File: src/rtl/gpio_mux_pkg.sv
package gpio_mux_pkg;
  localparam int MODE_W = 2;

  typedef enum logic [MODE_W-1:0] {
    MODE_ALT   = 2'b00,
    MODE_OUT   = 2'b01,
    MODE_IN_PU = 2'b10,
    MODE_IN    = 2'b11
  } pin_mode_e;
endpackage

File: src/rtl/gpio_sync.sv
module gpio_sync #(
  parameter int W = 8
) (
  input  logic         clk,
  input  logic         rst_n,
  input  logic [W-1:0] d,
  output logic [W-1:0] q
);
  logic [W-1:0] meta_q;

  always_ff @(posedge clk or negedge rst_n) begin
    if (!rst_n) begin
      meta_q <= '0;
      q      <= '0;
    end else begin
      meta_q <= d;
      q      <= meta_q;
    end
  end
endmodule

File: src/rtl/gpio_regs.sv
module gpio_regs #(
  parameter int PINS = 8,
  localparam int CW  = gpio_mux_pkg::MODE_W * PINS
) (
  input  logic            clk,
  input  logic            por_n,
  input  logic            wr_en,
  input  logic            addr_sel,
  input  logic [CW-1:0]   wr_data,
  output logic [PINS-1:0] data_q,
  output logic [CW-1:0]   ctrl_q
);
  // Only power-on reset reaches these flops; warm reset leaves them alone.
  always_ff @(posedge clk or negedge por_n) begin
    if (!por_n) begin
      data_q <= '0;
      ctrl_q <= '0;
    end else if (wr_en) begin
      if (addr_sel) ctrl_q <= wr_data;
      else          data_q <= wr_data[PINS-1:0];
    end
  end
endmodule

File: src/rtl/gpio_pin_slice.sv
module gpio_pin_slice
  import gpio_mux_pkg::*;
(
  input  logic [MODE_W-1:0] mode,
  input  logic              data_bit,
  input  logic              sync_bit,
  output logic              rd_bit,
  output logic              oe,
  output logic              pu,
  output logic              out
);
  pin_mode_e m;

  always_comb begin
    m      = pin_mode_e'(mode);
    oe     = (m == MODE_OUT);
    pu     = (m == MODE_IN_PU);
    out    = oe & data_bit;
    rd_bit = (m == MODE_IN_PU || m == MODE_IN) ? sync_bit : data_bit;
  end
endmodule

File: src/rtl/gpio_mux_port.sv
module gpio_mux_port
  import gpio_mux_pkg::*;
#(
  parameter int PINS = 8
) (
  input  logic                   clk,
  input  logic                   por_n,
  input  logic                   warm_rst_n,
  input  logic                   wr_en,
  input  logic                   addr_sel,
  input  logic [MODE_W*PINS-1:0] wr_data,
  output logic [MODE_W*PINS-1:0] rd_data,
  input  logic [PINS-1:0]        pin_in,
  output logic [PINS-1:0]        pin_out,
  output logic [PINS-1:0]        pin_oe,
  output logic [PINS-1:0]        pin_pu
);
  localparam int CW = MODE_W * PINS;

  logic [PINS-1:0] data_q;
  logic [CW-1:0]   ctrl_q;
  logic [PINS-1:0] pin_sync;
  logic [PINS-1:0] rd_mux;
  logic            sync_rst_n;

  assign sync_rst_n = por_n & warm_rst_n;

  gpio_regs #(.PINS(PINS)) regs_i (
    .clk(clk), .por_n(por_n), .wr_en(wr_en), .addr_sel(addr_sel),
    .wr_data(wr_data), .data_q(data_q), .ctrl_q(ctrl_q)
  );

  gpio_sync #(.W(PINS)) sync_i (
    .clk(clk), .rst_n(sync_rst_n), .d(pin_in), .q(pin_sync)
  );

  for (genvar n = 0; n < PINS; n++) begin : g_pin
    gpio_pin_slice slice_i (
      .mode    (ctrl_q[MODE_W*n +: MODE_W]),
      .data_bit(data_q[n]),
      .sync_bit(pin_sync[n]),
      .rd_bit  (rd_mux[n]),
      .oe      (pin_oe[n]),
      .pu      (pin_pu[n]),
      .out     (pin_out[n])
    );
  end

  always_comb begin
    if (addr_sel) rd_data = ctrl_q;
    else          rd_data = {{(CW-PINS){1'b0}}, rd_mux};
  end
endmodule

File: config.mk
export PLATFORM = sky130hd
export DESIGN_NAME = gpio_mux_port
export DESIGN_NICKNAME = d
export VERILOG_FILES = /design/src/rtl/gpio_mux_pkg.sv /design/src/rtl/gpio_sync.sv /design/src/rtl/gpio_regs.sv /design/src/rtl/gpio_pin_slice.sv /design/src/rtl/gpio_mux_port.sv
export SDC_FILE = /design/constraint.sdc
export NUM_CORES = 1
export LEC_CHECK = 0
export BUFFER_PORTS_ARGS = -buffer_cell sky130_fd_sc_hd__buf_2
export CORE_AREA = 2 2 88 90
export DETAILED_ROUTE_END_ITERATION = 10
export DIE_AREA = 0 0 90 92
export PLACE_DENSITY = 0.58
export SLEW_MARGIN = 5
export SYNTH_ARGS = -nofsm -noshare
export SYNTH_HDL_FRONTEND = slang
export SYNTH_HIERARCHICAL = 1
export SYNTH_SLANG_ARGS = --single-unit
File: constraint.sdc
create_clock -name clk -period 1.84 [get_ports clk]
set_input_delay 0.184 -clock clk [delete_from_list [all_inputs] [get_ports clk]]
set_output_delay 0.184 -clock clk [all_outputs]
set_load 0.005 [all_outputs]
==> flow_metrics.py <==
metrics = {
    "timing": {
        "finalClockSkew_ps": 0.3826,
        "timing.setup.tns_ps": 0,
        "worst_slew_pin_slew_ps": 431.7,
        "setup_viol": 0,
        "shortest_period_the_worst_path_allows_ps": 1647,
        "hold_violations": 0,
        "max_freq_ghz": 0.6072,
        "setup_repair_after_global_routing_missed_its_margin": "false",
        "worst_hold_slack_ps": 107.2,
        "timing.max_slew.rel_slack_pct": 71.12,
        "timing.final.crit_share_pct": 89.51,
        "timing.final.max_slew_violations": 0,
    },
    "drt": {
        "drtPass1Iterations": 4,
        "drc": 0,
        "drt.antenna.violating_nets": 0,
        "wl_per_cell_um": 12.77,
        "drt_iter0_markers": 39,
        "dr_total_vias": 1213,
        "finalWirelength_um": 3921,
        "viasPerCell": 3.951,
    },
    "worst_setup_path": {
        "startpoint_of_the_worst_setup_timing_path": "regs_i/ctrl_q[5]",
        "critPathArrivalTime_ps": 1460,
        "path_cells": "mux2_4, mux2_2, buf_2",
        "slowest_stage": "sky130_fd_sc_hd__dfrtp_1",
        "crit_path_max_fanout": 6,
        "timing.reg2reg.setup_slack_ps": 950,
        "worstReg2RegEnd": "regs_i/ctrl_q[5]",
        "path_class": "flip-flop to output port",
        "reg2reg_from": "regs_i/ctrl_q[5]",
        "setup.worst_path.start_class": "flip-flop",
        "critical_path_required_ps": 1660,
        "crit_path_max_cell_delay_ps": 470,
        "ff2ff_path_depth": 1,
        "cp-end-kind": "output port",
    },
    "cells_and_area": {
        "num-nets-final": 234,
        "growth_of_design_area_from_synthesis_to_finish_pct": 36.30,
        "layout-drive-gt1-share_pct": 56.10,
        "num_antenna_cells": 0,
        "final_area_um2": 2434,
    },
    "synthesis": {
        "mappedNetlistArea_um2": 1785,
        "number_of_warnings_issued_by_yosys": 6,
        "syn-instance-count": 119,
        "total_nets_after_synthesis": 148,
        "biggest_area_contributors_in_the_synthesized_netlist": "sky130_fd_sc_hd__dfrtp_1, sky130_fd_sc_hd__mux2_2, sky130_fd_sc_hd__mux2_4",
        "synth.largest_area_cell": "sky130_fd_sc_hd__dfrtp_1",
        "ys_seq_area_share_pct": 56.06,
        "yosysTopAreaCellShare_pct": 56.06,
        "post_synth.cell_area_avg_um2": 15.00,
        "synth_seq_cells": 40,
        "synth.distinct_cells": 12,
    },
    "power": {
        "power_per_cell_area_nw_per_um2": 854.0,
        "internal_power_mw": 1.543,
        "power.static_leakage_nw": 1.229,
        "power.clock.fraction_pct": 25.8,
        "power_frac_comb_pct": 22.7,
        "power.switching_fraction_pct": 25.76,
        "power.ir.vdd_worst_mv": 0.4115,
        "power_mw": 2.078,
        "power_frac_seq_pct": 51.5,
        "net-switching-power_mw": 0.5354,
    },
    "die": {
        "die_height_um": 92,
        "die-width_um": 90,
        "floorplan.die_area_um2": 8280,
        "initial_core_util_pct": 23.98,
        "core-area_um2": 7447,
        "floorplan.io_pins": 69,
        "floorplan_row_count": 32,
    },
    "placement": {
        "finalWeightedCongestion": 0.6628,
        "placement.cell_area_um2": 2246,
        "dp.final_hpwl_um": 2920,
        "port_buffers": 68,
    },
    "clock_network": {
        "clock-sinks": 40,
        "cts-root-to-sink-buffers": 2,
        "ctsHtreeMaxLevel": 2,
        "clk_latency_ps": 280,
        "clkSlewWorstSetupHoldPaths_ps": 70,
        "clock_tree_from_tritoncts": "done",
        "clock-root-buffer": "sky130_fd_sc_hd__clkbuf_8",
        "cts_made_buffers": 5,
    },
    "run_status": {
        "run_status": "completed",
    },
    "min_path": {
        "min_delay_worst_endpoint": "regs_i/ctrl_q[14]",
        "min_path_cells": 2,
        "min-delay-start": "wr_data[14]",
        "timing.hold.worst.class": "primary input to flip-flop",
    },
    "grt": {
        "groute.usage.overall_pct": 10.15,
        "grt_pass1_vias": 1267,
        "global_route_wire_length_before_repair_um": 6548,
        "grt_start_max_net_pins": 25,
        "antenna_found_initial": 0,
        "grt_remaining_overflow": 0,
    },
    "run": {
        "maxCapViolCount": 0,
    },
}
## cells by family after synthesis
family	after synthesis	share of synthesized area (%)
DFF	40	56.06
muxes	40	27.33
buffers and inverters	3	1.682
and+or+nand+nor	36	14.93
## timing repair
action,in CTS,in global routing
hold endpoints to repair,48,0
gates resized for setup,0,0
hold buffers,11,0
setup buffers,0,0
## synthesized netlist by cell type
cell type / instances
sky130_fd_sc_hd__and2_1: 9
sky130_fd_sc_hd__dfrtp_1: 40
sky130_fd_sc_hd__buf_6: 2
sky130_fd_sc_hd__and2b_1: 9
sky130_fd_sc_hd__mux2_4: 10
sky130_fd_sc_hd__mux2_1: 11
sky130_fd_sc_hd__nor2b_1: 8
sky130_fd_sc_hd__nand2_2: 1
sky130_fd_sc_hd__mux2_2: 19
sky130_fd_sc_hd__buf_4: 1
sky130_fd_sc_hd__nand2b_1: 1
sky130_fd_sc_hd__and3b_2: 8
## stage by stage
step / instances / setup WS (ps) / util, %
2_1_floorplan: 119 / 680.6 / -
3_5_place_dp: 289 / 429.2 / 30.16
6_report: 307 / 193.1 / 32.68
5_1_grt: 307 / 106.2 / 32.68
4_1_cts: 307 / 161.6 / 32.68
3_3_place_gp: 289 / 477.7 / 30.16
## flip-flops by register name, summed over array words and instances, names as in the netlist
register / flops
sync_i/q: 8
regs_i/ctrl_q: 16
sync_i/meta_q: 8
regs_i/data_q: 8
## routing by layer
layer	vias up	track usage, %	wire length, µm
li1	577	-	-
met1	593	12.29	1717
met2	39	16.92	1946
met3	4	2.958	218
met4	0	4.231	38
met5	-	0	0
## critical path: cells and delay by family (launching register included)
family,cells,cell delay [ps]
buffers and inverters,1,130
muxes,2,580
DFF,1,470
## cells in the final DEF (no fill, tap or decap), drive strengths merged
cell	instances
and3b	8
dfrtp	40
buf	71
nand2	1
nand2b	1
dlygate4sd3	11
mux2	40
clkbuf	6
and2b	9
and2	9
clkinv	1
nor2b	8
## how the worst max path moves through the flow
| stage | endpoint | slack (ps) |
|---|---|---|
| after floorplan | rd_data[5] | 680 |
| after global placement | rd_data[2] | 480 |
| after detailed placement | regs_i/ctrl_q[8] | 430 |
| after CTS | rd_data[2] | 160 |
| after global routing | rd_data[2] | 110 |
| final | rd_data[2] | 190 |
## power by group through the flow
stage | Sequential, mW | Combinational [mW] | Clock (mW)
6_report | 1.07 | 0.472 | 0.535
5_1_grt | 1.09 | 0.522 | 0.603
4_1_cts | 1.07 | 0.483 | 0.568
3_5_place_dp | 1.09 | 0.463 | 0
3_3_place_gp | 1.09 | 0.460 | 0
2_1_floorplan | 1.05 | 0.280 | 0
## layout make-up
class | count | area (µm²)
clock buffer | 6 | 72.57
timing repair buffer | 82 | 473.0
fill | 804 | 5014
clock inverter | 1 | 5.005
sequential | 40 | 1001
multi-input combinational | 76 | 754.5
tap | 102 | 127.6
No activity file was read; power rests on OpenSTA's default activity.
